<file path="src/rtl/fsr_pkg.sv">
package fsr_pkg;
  typedef enum logic {KIND_PROG = 1'b0, KIND_ERASE = 1'b1} job_kind_t;
  localparam int POLL_BIT = 7;
  localparam int FLIP_BIT = 6;
  localparam int TMO_BIT  = 5;
  localparam int WIN_BIT  = 3;
  localparam int SUSF_BIT = 2;
endpackage

</file>
<file path="src/rtl/fsr_fall_det.sv">
module fsr_fall_det (
  input  logic clk,
  input  logic rst,
  input  logic strobe_n,
  output logic fall
);
  logic prev_q;
  always_ff @(posedge clk) begin
    if (rst) prev_q <= 1'b1;
    else     prev_q <= strobe_n;
  end
  assign fall = prev_q & ~strobe_n;
endmodule

</file>
<file path="src/rtl/fsr_toggle.sv">
module fsr_toggle (
  input  logic clk,
  input  logic rst,
  input  logic flip,
  output logic state_d,
  output logic state_q
);
  assign state_d = flip ? ~state_q : state_q;
  always_ff @(posedge clk) begin
    if (rst) state_q <= 1'b0;
    else     state_q <= state_d;
  end
endmodule

</file>
<file path="src/rtl/fsr_track.sv">
module fsr_track
  import fsr_pkg::*;
#(
  parameter int DATA_W = 8
) (
  input  logic      clk,
  input  logic      rst,
  input  logic      start_op,
  input  job_kind_t kind_in,
  input  logic      poll_in,
  input  logic      op_done,
  input  logic      reset_cmd,
  input  logic      timeout,
  output logic      busy_q,
  output logic      busy_d,
  output job_kind_t kind_d,
  output logic      poll_d,
  output logic      fail_d
);
  job_kind_t kind_q;
  logic      poll_q;
  logic      fail_q;

  always_comb begin
    busy_d = busy_q;
    if (start_op)                   busy_d = 1'b1;
    else if (op_done || reset_cmd)  busy_d = 1'b0;
    kind_d = start_op ? kind_in : kind_q;
    poll_d = start_op ? poll_in : poll_q;
    fail_d = fail_q;
    if (reset_cmd)                  fail_d = 1'b0;
    else if (timeout && busy_q)     fail_d = 1'b1;
  end

  always_ff @(posedge clk) begin
    if (rst) begin
      busy_q <= 1'b0;
      kind_q <= KIND_PROG;
      poll_q <= 1'b0;
      fail_q <= 1'b0;
    end else begin
      busy_q <= busy_d;
      kind_q <= kind_d;
      poll_q <= poll_d;
      fail_q <= fail_d;
    end
  end
endmodule

</file>
<file path="src/rtl/flash_stat_rpt.sv">
module flash_stat_rpt
  import fsr_pkg::*;
#(
  parameter int DATA_W = 8
) (
  input  logic              clk,
  input  logic              rst,
  input  logic              start_op,
  input  logic              op_kind,
  input  logic [DATA_W-1:0] wr_data,
  input  logic              op_done,
  input  logic              timeout,
  input  logic              reset_cmd,
  input  logic              erase_win_open,
  input  logic              susp,
  input  logic              rd_in_susp,
  input  logic              rd_n,
  input  logic [DATA_W-1:0] array_data,
  output logic [DATA_W-1:0] rdata,
  output logic              ready
);
  localparam int TOG_N = 2;

  logic              rd_fall;
  logic              busy_q, busy_d, poll_d, fail_d;
  job_kind_t         kind_d;
  logic [TOG_N-1:0]  tog_en, tog_d, tog_q;
  logic [DATA_W-1:0] stat_w, rdata_d;

  fsr_fall_det u_fall (
    .clk(clk), .rst(rst), .strobe_n(rd_n), .fall(rd_fall)
  );

  fsr_track #(.DATA_W(DATA_W)) u_track (
    .clk(clk), .rst(rst), .start_op(start_op), .kind_in(job_kind_t'(op_kind)),
    .poll_in(wr_data[POLL_BIT]), .op_done(op_done), .reset_cmd(reset_cmd),
    .timeout(timeout), .busy_q(busy_q), .busy_d(busy_d), .kind_d(kind_d),
    .poll_d(poll_d), .fail_d(fail_d)
  );

  // index 0: per-read flip, index 1: suspended-sector flip
  assign tog_en[0] = rd_fall & busy_q & ~susp;
  assign tog_en[1] = rd_fall & busy_q & susp & rd_in_susp;

  for (genvar g = 0; g < TOG_N; g++) begin : g_tog
    fsr_toggle u_tog (
      .clk(clk), .rst(rst), .flip(tog_en[g]),
      .state_d(tog_d[g]), .state_q(tog_q[g])
    );
  end

  always_comb begin
    stat_w = '0;
    if (susp)                    stat_w[POLL_BIT] = 1'b1;
    else if (kind_d == KIND_ERASE) stat_w[POLL_BIT] = 1'b0;
    else                         stat_w[POLL_BIT] = ~poll_d;
    stat_w[FLIP_BIT] = tog_d[0];
    stat_w[TMO_BIT]  = fail_d;
    stat_w[WIN_BIT]  = (kind_d == KIND_ERASE) & ~erase_win_open;
    stat_w[SUSF_BIT] = tog_d[1];
    if (!busy_d || (susp && !rd_in_susp)) rdata_d = array_data;
    else                                  rdata_d = stat_w;
  end

  always_ff @(posedge clk) begin
    if (rst) begin
      rdata <= '0;
      ready <= 1'b1;
    end else begin
      rdata <= rdata_d;
      ready <= ~busy_d;
    end
  end
endmodule

</file>
<file path="config.mk">
export PLATFORM = sky130hd
export DESIGN_NAME = flash_stat_rpt
export DESIGN_NICKNAME = d
export VERILOG_FILES = /design/src/rtl/fsr_pkg.sv /design/src/rtl/fsr_fall_det.sv /design/src/rtl/fsr_toggle.sv /design/src/rtl/fsr_track.sv /design/src/rtl/flash_stat_rpt.sv
export SDC_FILE = /design/constraint.sdc
export NUM_CORES = 1
export LEC_CHECK = 0
export ABC_AREA = 1
export CAP_MARGIN = 15
export CELL_PAD_IN_SITES_DETAIL_PLACEMENT = 0
export CELL_PAD_IN_SITES_GLOBAL_PLACEMENT = 1
export CORE_MARGIN = 4
export CORE_UTILIZATION = 25
export CTS_BUF_LIST = sky130_fd_sc_hd__clkbuf_4 sky130_fd_sc_hd__clkbuf_8 sky130_fd_sc_hd__clkbuf_16
export DETAILED_ROUTE_END_ITERATION = 8
export PLACE_DENSITY = 0.83
export SETUP_SLACK_MARGIN = 0.1
export SYNTH_ARGS = -nofsm -noshare
export SYNTH_HDL_FRONTEND = slang
export SYNTH_SLANG_ARGS = --single-unit
</file>
<file path="constraint.sdc">
create_clock -name clk -period 1.25 [get_ports clk]
set_clock_uncertainty 0.15 [all_clocks]
set_input_delay 0.125 -clock clk [delete_from_list [all_inputs] [get_ports clk]]
set_output_delay 0.125 -clock clk [all_outputs]
set_load 0.005 [all_outputs]
</file>
* Word level (Yosys, flattened, before mapping)
Index checks and enable logic that the tools add are counted.
** Word-level totals
- Bits in registers :: 16
- Input port bits :: 27
- Output and inout port bits :: 9
- Logic and storage cells :: 42
** Operators by class
- Mux-type cells :: 11
- Bitwise logic cells :: 14
- Reduce and logical (&&, ||, !) cells :: 7
** Operators with widths (count)
- 1-bit two-way mux :: 10
- 8-bit two-way mux :: 1
- 1-bit NOT :: 8
- 1-bit AND :: 6
- 1-bit logical AND :: 2
- 1-bit zero test :: 2
- 1-bit logical OR :: 2
- 2-bit OR reduction :: 1

* Logic depth before layout (Yosys ltp)
- Depth in word-level cells :: 7
- Mapped depth :: 7
- Depth with buffers taken out :: 7

* Modules after synthesis
A second synthesis with hierarchy kept.
** Second synthesis, totals
- Cell total of the unflattened synthesis :: 100
- Area total of the unflattened synthesis :: 684.4 um2
** Modules (own cells, without submodules)
- flash_stat_rpt :: times used 1, cells each 56, area an instance 389.1 um2, seq. area each 180.2 um2
- fsr_track :: times used 1, cells each 22, area an instance 153.9 um2, seq. area each 80.1 um2
- fsr_toggle :: times used 2, cells each 8, area an instance 51.3 um2, seq. area each 20.0 um2
- fsr_fall_det :: times used 1, cells each 6, area an instance 38.8 um2, seq. area each 20.0 um2

* Worst setup path after synthesis
Ideal clock, no wire load.
- Path kind :: reg2reg
- Start :: register u_track.busy_q
- End :: register rdata[2]
- Setup time :: 0.112 ns
- Data arrival time :: 0.757 ns
- Data required time :: 0.988 ns
- Slack :: 0.231 ns
- Cell stages (with the launch flop) :: 8
- Path buffers :: 0
- Clock period less this slack :: 1.019 ns
- Cell sequence :: dfxtp_1 -> nand2_1 -> nor2_2 -> nand2_1 -> nand2_1 -> nand2_1 -> nand2_1 -> nand2_1
** On the way
- Word-level cells in the longest chain between the ends :: 5
- Elaborated cells on any way between the ends :: 9
- Classes of those cells :: mux: 4; bitwise: 3; reduce/logical: 2
** Ends and longest elaborated chain
- start: declaration :: line fsr_track.sv:14 : output logic busy_q,
- start signal: assignment :: line fsr_track.sv:42 : busy_q <= busy_d;
- 1-bit AND or 1-bit two-way mux (tied branches) :: line flash_stat_rpt.sv:43, fsr_track.sv:27
- 1-bit AND or 1-bit two-way mux (tied branches) :: line flash_stat_rpt.sv:43, fsr_track.sv:26
- 1-bit AND or 1-bit zero test (tied branches) :: line flash_stat_rpt.sv:43, flash_stat_rpt.sv:61
- 1-bit two-way mux or 1-bit logical OR (tied branches) :: line fsr_toggle.sv:8, flash_stat_rpt.sv:61
- 8-bit two-way mux * :: line flash_stat_rpt.sv:61 : if (!busy_d || (susp && !rd_in_susp)) rdata_d = array_data;
- end signal: assignment :: line flash_stat_rpt.sv:70 : rdata <= rdata_d;
- end: declaration :: line flash_stat_rpt.sv:19 : output logic [DATA_W-1:0] rdata,
Every way passes the cells marked *; elsewhere a longest branch is shown, timed or not.
A chain may end at the register's enable or synchronous reset.

* Final worst setup path
Ends and elaborated chain as after synthesis.

==> flow_summary.json <==
{
  "syn2layout_area_growth_pct": 64.6,
  "ios": 36,
  "drc": 0,
  "place_inst": 148,
  "chipHeight_um": 59.1,
  "cts.sink_count": 16,
  "finalSetupViolations": 0,
  "die_width_um": 59.1,
  "clkPwrFrac_pct": 31.0,
  "dp.final_hpwl_mm": 1.22,
  "hold_depth": 4,
  "synth_top_area_cell": "dfxtp_1",
  "synth_cell_types": 16,
  "worst_slack_ns": 0.152,
  "max_slew_margin_pct": 87.4,
  "p_comb_share_pct": 18.6,
  "grt_usage_pct": 9.30,
  "switching_share_pct": 23.2,
  "fin_area_sq_um": 1070,
  "vias": 617,
  "diodes": 0,
  "pwr-share-seq_pct": 50.5,
  "cp_slowest_stage_delay_ns": 0.35,
  "synth_nets": 111,
  "internal_power_w": 0.000833,
  "cp_data_required_time_ns": 1.29,
  "cts_buffers": 3,
  "wire_per_inst_um": 9.69,
  "seq_area_frac_synth_pct": 49.0,
  "overflow": 0,
  "synth_area_sq_um": 653,
  "nets": 151,
  "initial_core_util_pct": 26.4,
  "status": "complete, no violations",
  "hp-start": "start_op",
  "tightest_slew_ns": 0.189,
  "drtIter0Drc": 11,
  "rows": 18,
  "worst_r2r_startpoint": "u_track.busy_q$_SDFF_PP0_",
  "grt_pass1_wl_mm": 2.43,
  "hold_viol_final": 0,
  "crit_family": "simple AND/OR/NAND/NOR gates",
  "cp_slowest_cell": "dfxtp_2",
  "core_sq_um": 2480,
  "cts_hold_buf": 0,
  "ys_ff_latch": 16,
  "slew_viol_final": 0,
  "period_needed_ns": 1.10,
  "vias_per_cell": 4.03,
  "irDropWorstVdd_mv": 0.860,
  "fin_cells": 153,
  "crit_cells": 7,
  "clk_latency_ns": 0.29,
  "tritoncts": "yes",
  "post-place-ws_ns": -0.121,
  "post_synth.cell_area_avg_sq_um": 7.78,
  "cts-root-buf": "clkbuf_4",
  "fp.dieArea_sq_um": 3490,
  "fmax_mhz": 911,
  "grt_pass1_vias": 597,
  "hold_path.class": "in2reg",
  "p_switching_w": 0.000251,
  "p_per_area_nw_per_um2": 1010,
  "htreeDepth": 1,
  "routed_wirelength_mm": 1.48,
  "worstRegToRegCells": 7,
  "drive_gt1_share_pct": 26.8,
  "crit_path_start_kind": "register",
  "worstPathCellList": "nand2_2 > nor2_4 > nand2_1 > nand2_1 > nand2_1 > nand2_1 > nand2_1",
  "path_common_cell": "nand2_1",
  "rsz0062_at_grt": "yes",
  "cp.arrival_ns": 1.13,
  "p_leak_nw": 0.520,
  "utilization_pct": 43.4,
  "worstSetupStartpoint": "u_track.busy_q$_SDFF_PP0_",
  "antenna_found_initial": 0,
  "grt_max_degree": 10,
  "crit_fanout": 4,
  "finalCritPeriodShare_pct": 87.8,
  "firstDrtPassIters": 4,
  "cap_violations": 0,
  "timing.critical_path.buf_inv": 0,
  "synth_top_area_share_pct": 49.0,
  "detail-route-antenna-nets": 0,
  "synthTopCellsByArea": "dfxtp_1 49%, nand2_1 13%, inv_1 5.7%",
  "cp-end-kind": "register",
  "io_buffers": 28,
  "criticalPathCategory": "reg2reg",
  "clkTransAtPathRegs_ns": 0.09,
  "placed_area_sq_um": 1020,
  "yosysWarnings": 0,
  "cts_buffer_depth": 2,
  "finalWeightedCongestion": 0.697,
  "synthCells": 84
}
-- final timing paths --
kind	endpoint	slack, ns
worst max-delay path	rdata[2]$_SDFF_PP0_	0.15
worst min-delay path	u_track.poll_q$_SDFF_PP0_	0.11
worst max register to register	rdata[2]$_SDFF_PP0_	0.15
worst min register to register	g_tog[0].u_tog.state_q$_SDFF_PP0_	0.33
-- flip-flops by register name, indices dropped and copies added, names as in the netlist --
| name | count |
|---|---|
| rdata | 8 |
| g_tog.u_tog.state_q | 2 |
| ready | 1 |
| u_fall.prev_q | 1 |
| u_track.busy_q | 1 |
| u_track.fail_q | 1 |
| u_track.kind_q | 1 |
| u_track.poll_q | 1 |
-- worst register-to-register path: stages (launching register included) --
cell     delay [ns]
dfxtp_2        0.35
nand2_2        0.06
nor2_4         0.14
nand2_1        0.06
nand2_1        0.07
nand2_1        0.05
nand2_1        0.07
nand2_1        0.04
-- Yosys cell counts (all sizes together) --
cell type / instances
a21oi: 4
dfxtp: 16
inv: 14
nand2: 29
nand3: 5
nand3b: 2
nor2: 10
nor2b: 1
o21ai: 2
or2: 1
-- cells in the final DEF (no fill, tap or decap), types with 3 or more instances in the layout --
| cell | n |
|---|---|
| nand2_1 | 21 |
| clkdlybuf4s50_1 | 18 |
| dfxtp_1 | 12 |
| inv_1 | 10 |
| clkdlybuf4s15_1 | 9 |
| buf_4 | 7 |
| nor2_1 | 6 |
| nand2_2 | 5 |
| nand3_1 | 5 |
| inv_2 | 4 |
| dfxtp_2 | 4 |
| nand2_4 | 3 |
| a21oi_1 | 3 |
| clkbuf_4 | 3 |
-- per-stage QoR --
step                hold slack [ns]  total power, W  setup TNS [ns]
CTS                           0.205         0.00109               0
finish                        0.111         0.00108               0
global route                  0.140         0.00115               0
floorplan                    0.0374        0.000634               0
detailed placement            0.315        0.000765          -0.912
global placement              0.301        0.000761          -0.743
-- per-layer routing --
layer	vias to the layer above	track usage (%)	share of wire (%)
li1	332	-	-
met1	266	11.2	43
met2	17	14.7	48
met3	2	3.70	6.9
met4	0	3.88	1.6
met5	-	0	0
-- logic make-up (layout without fill, tap and decap cells) --
logic type / Yosys count / after routing / synth area share [%]
flops: 16 / 16 / 49.0
buf+inv: 14 / 53 / 8.05
simple gates: 48 / 48 / 37.7
compound gates: 6 / 6 / 5.17
-- repair_timing --
item / CTS / global route
pin swaps: 0 / 1
resized for setup: 10 / 15
endpoints found under the hold margin: 0 / 0
endpoints found under the setup margin: 11 / 12
buffers inserted: 0 / 1
-- layout make-up --
type	instances	area [sq um]
fillers	270	1400
repair buffers	35	335
flip-flops and latches	16	325
multi-input cells	54	288
inverters	14	52.6
well taps	30	37.5
clock buffers	4	36.3
-- power groups by stage --
| stage | logic (W) | registers (W) | clock network [W] |
|---|---|---|---|
| floorplan | 0.0000749 | 0.000559 | 0 |
| global placement | 0.000204 | 0.000557 | 0 |
| CTS | 0.000198 | 0.000545 | 0.000348 |
| finish | 0.000201 | 0.000548 | 0.000336 |
| detailed placement | 0.000207 | 0.000558 | 0 |
| global route | 0.000224 | 0.000551 | 0.000374 |
Power figures use the tool's default switching activity.
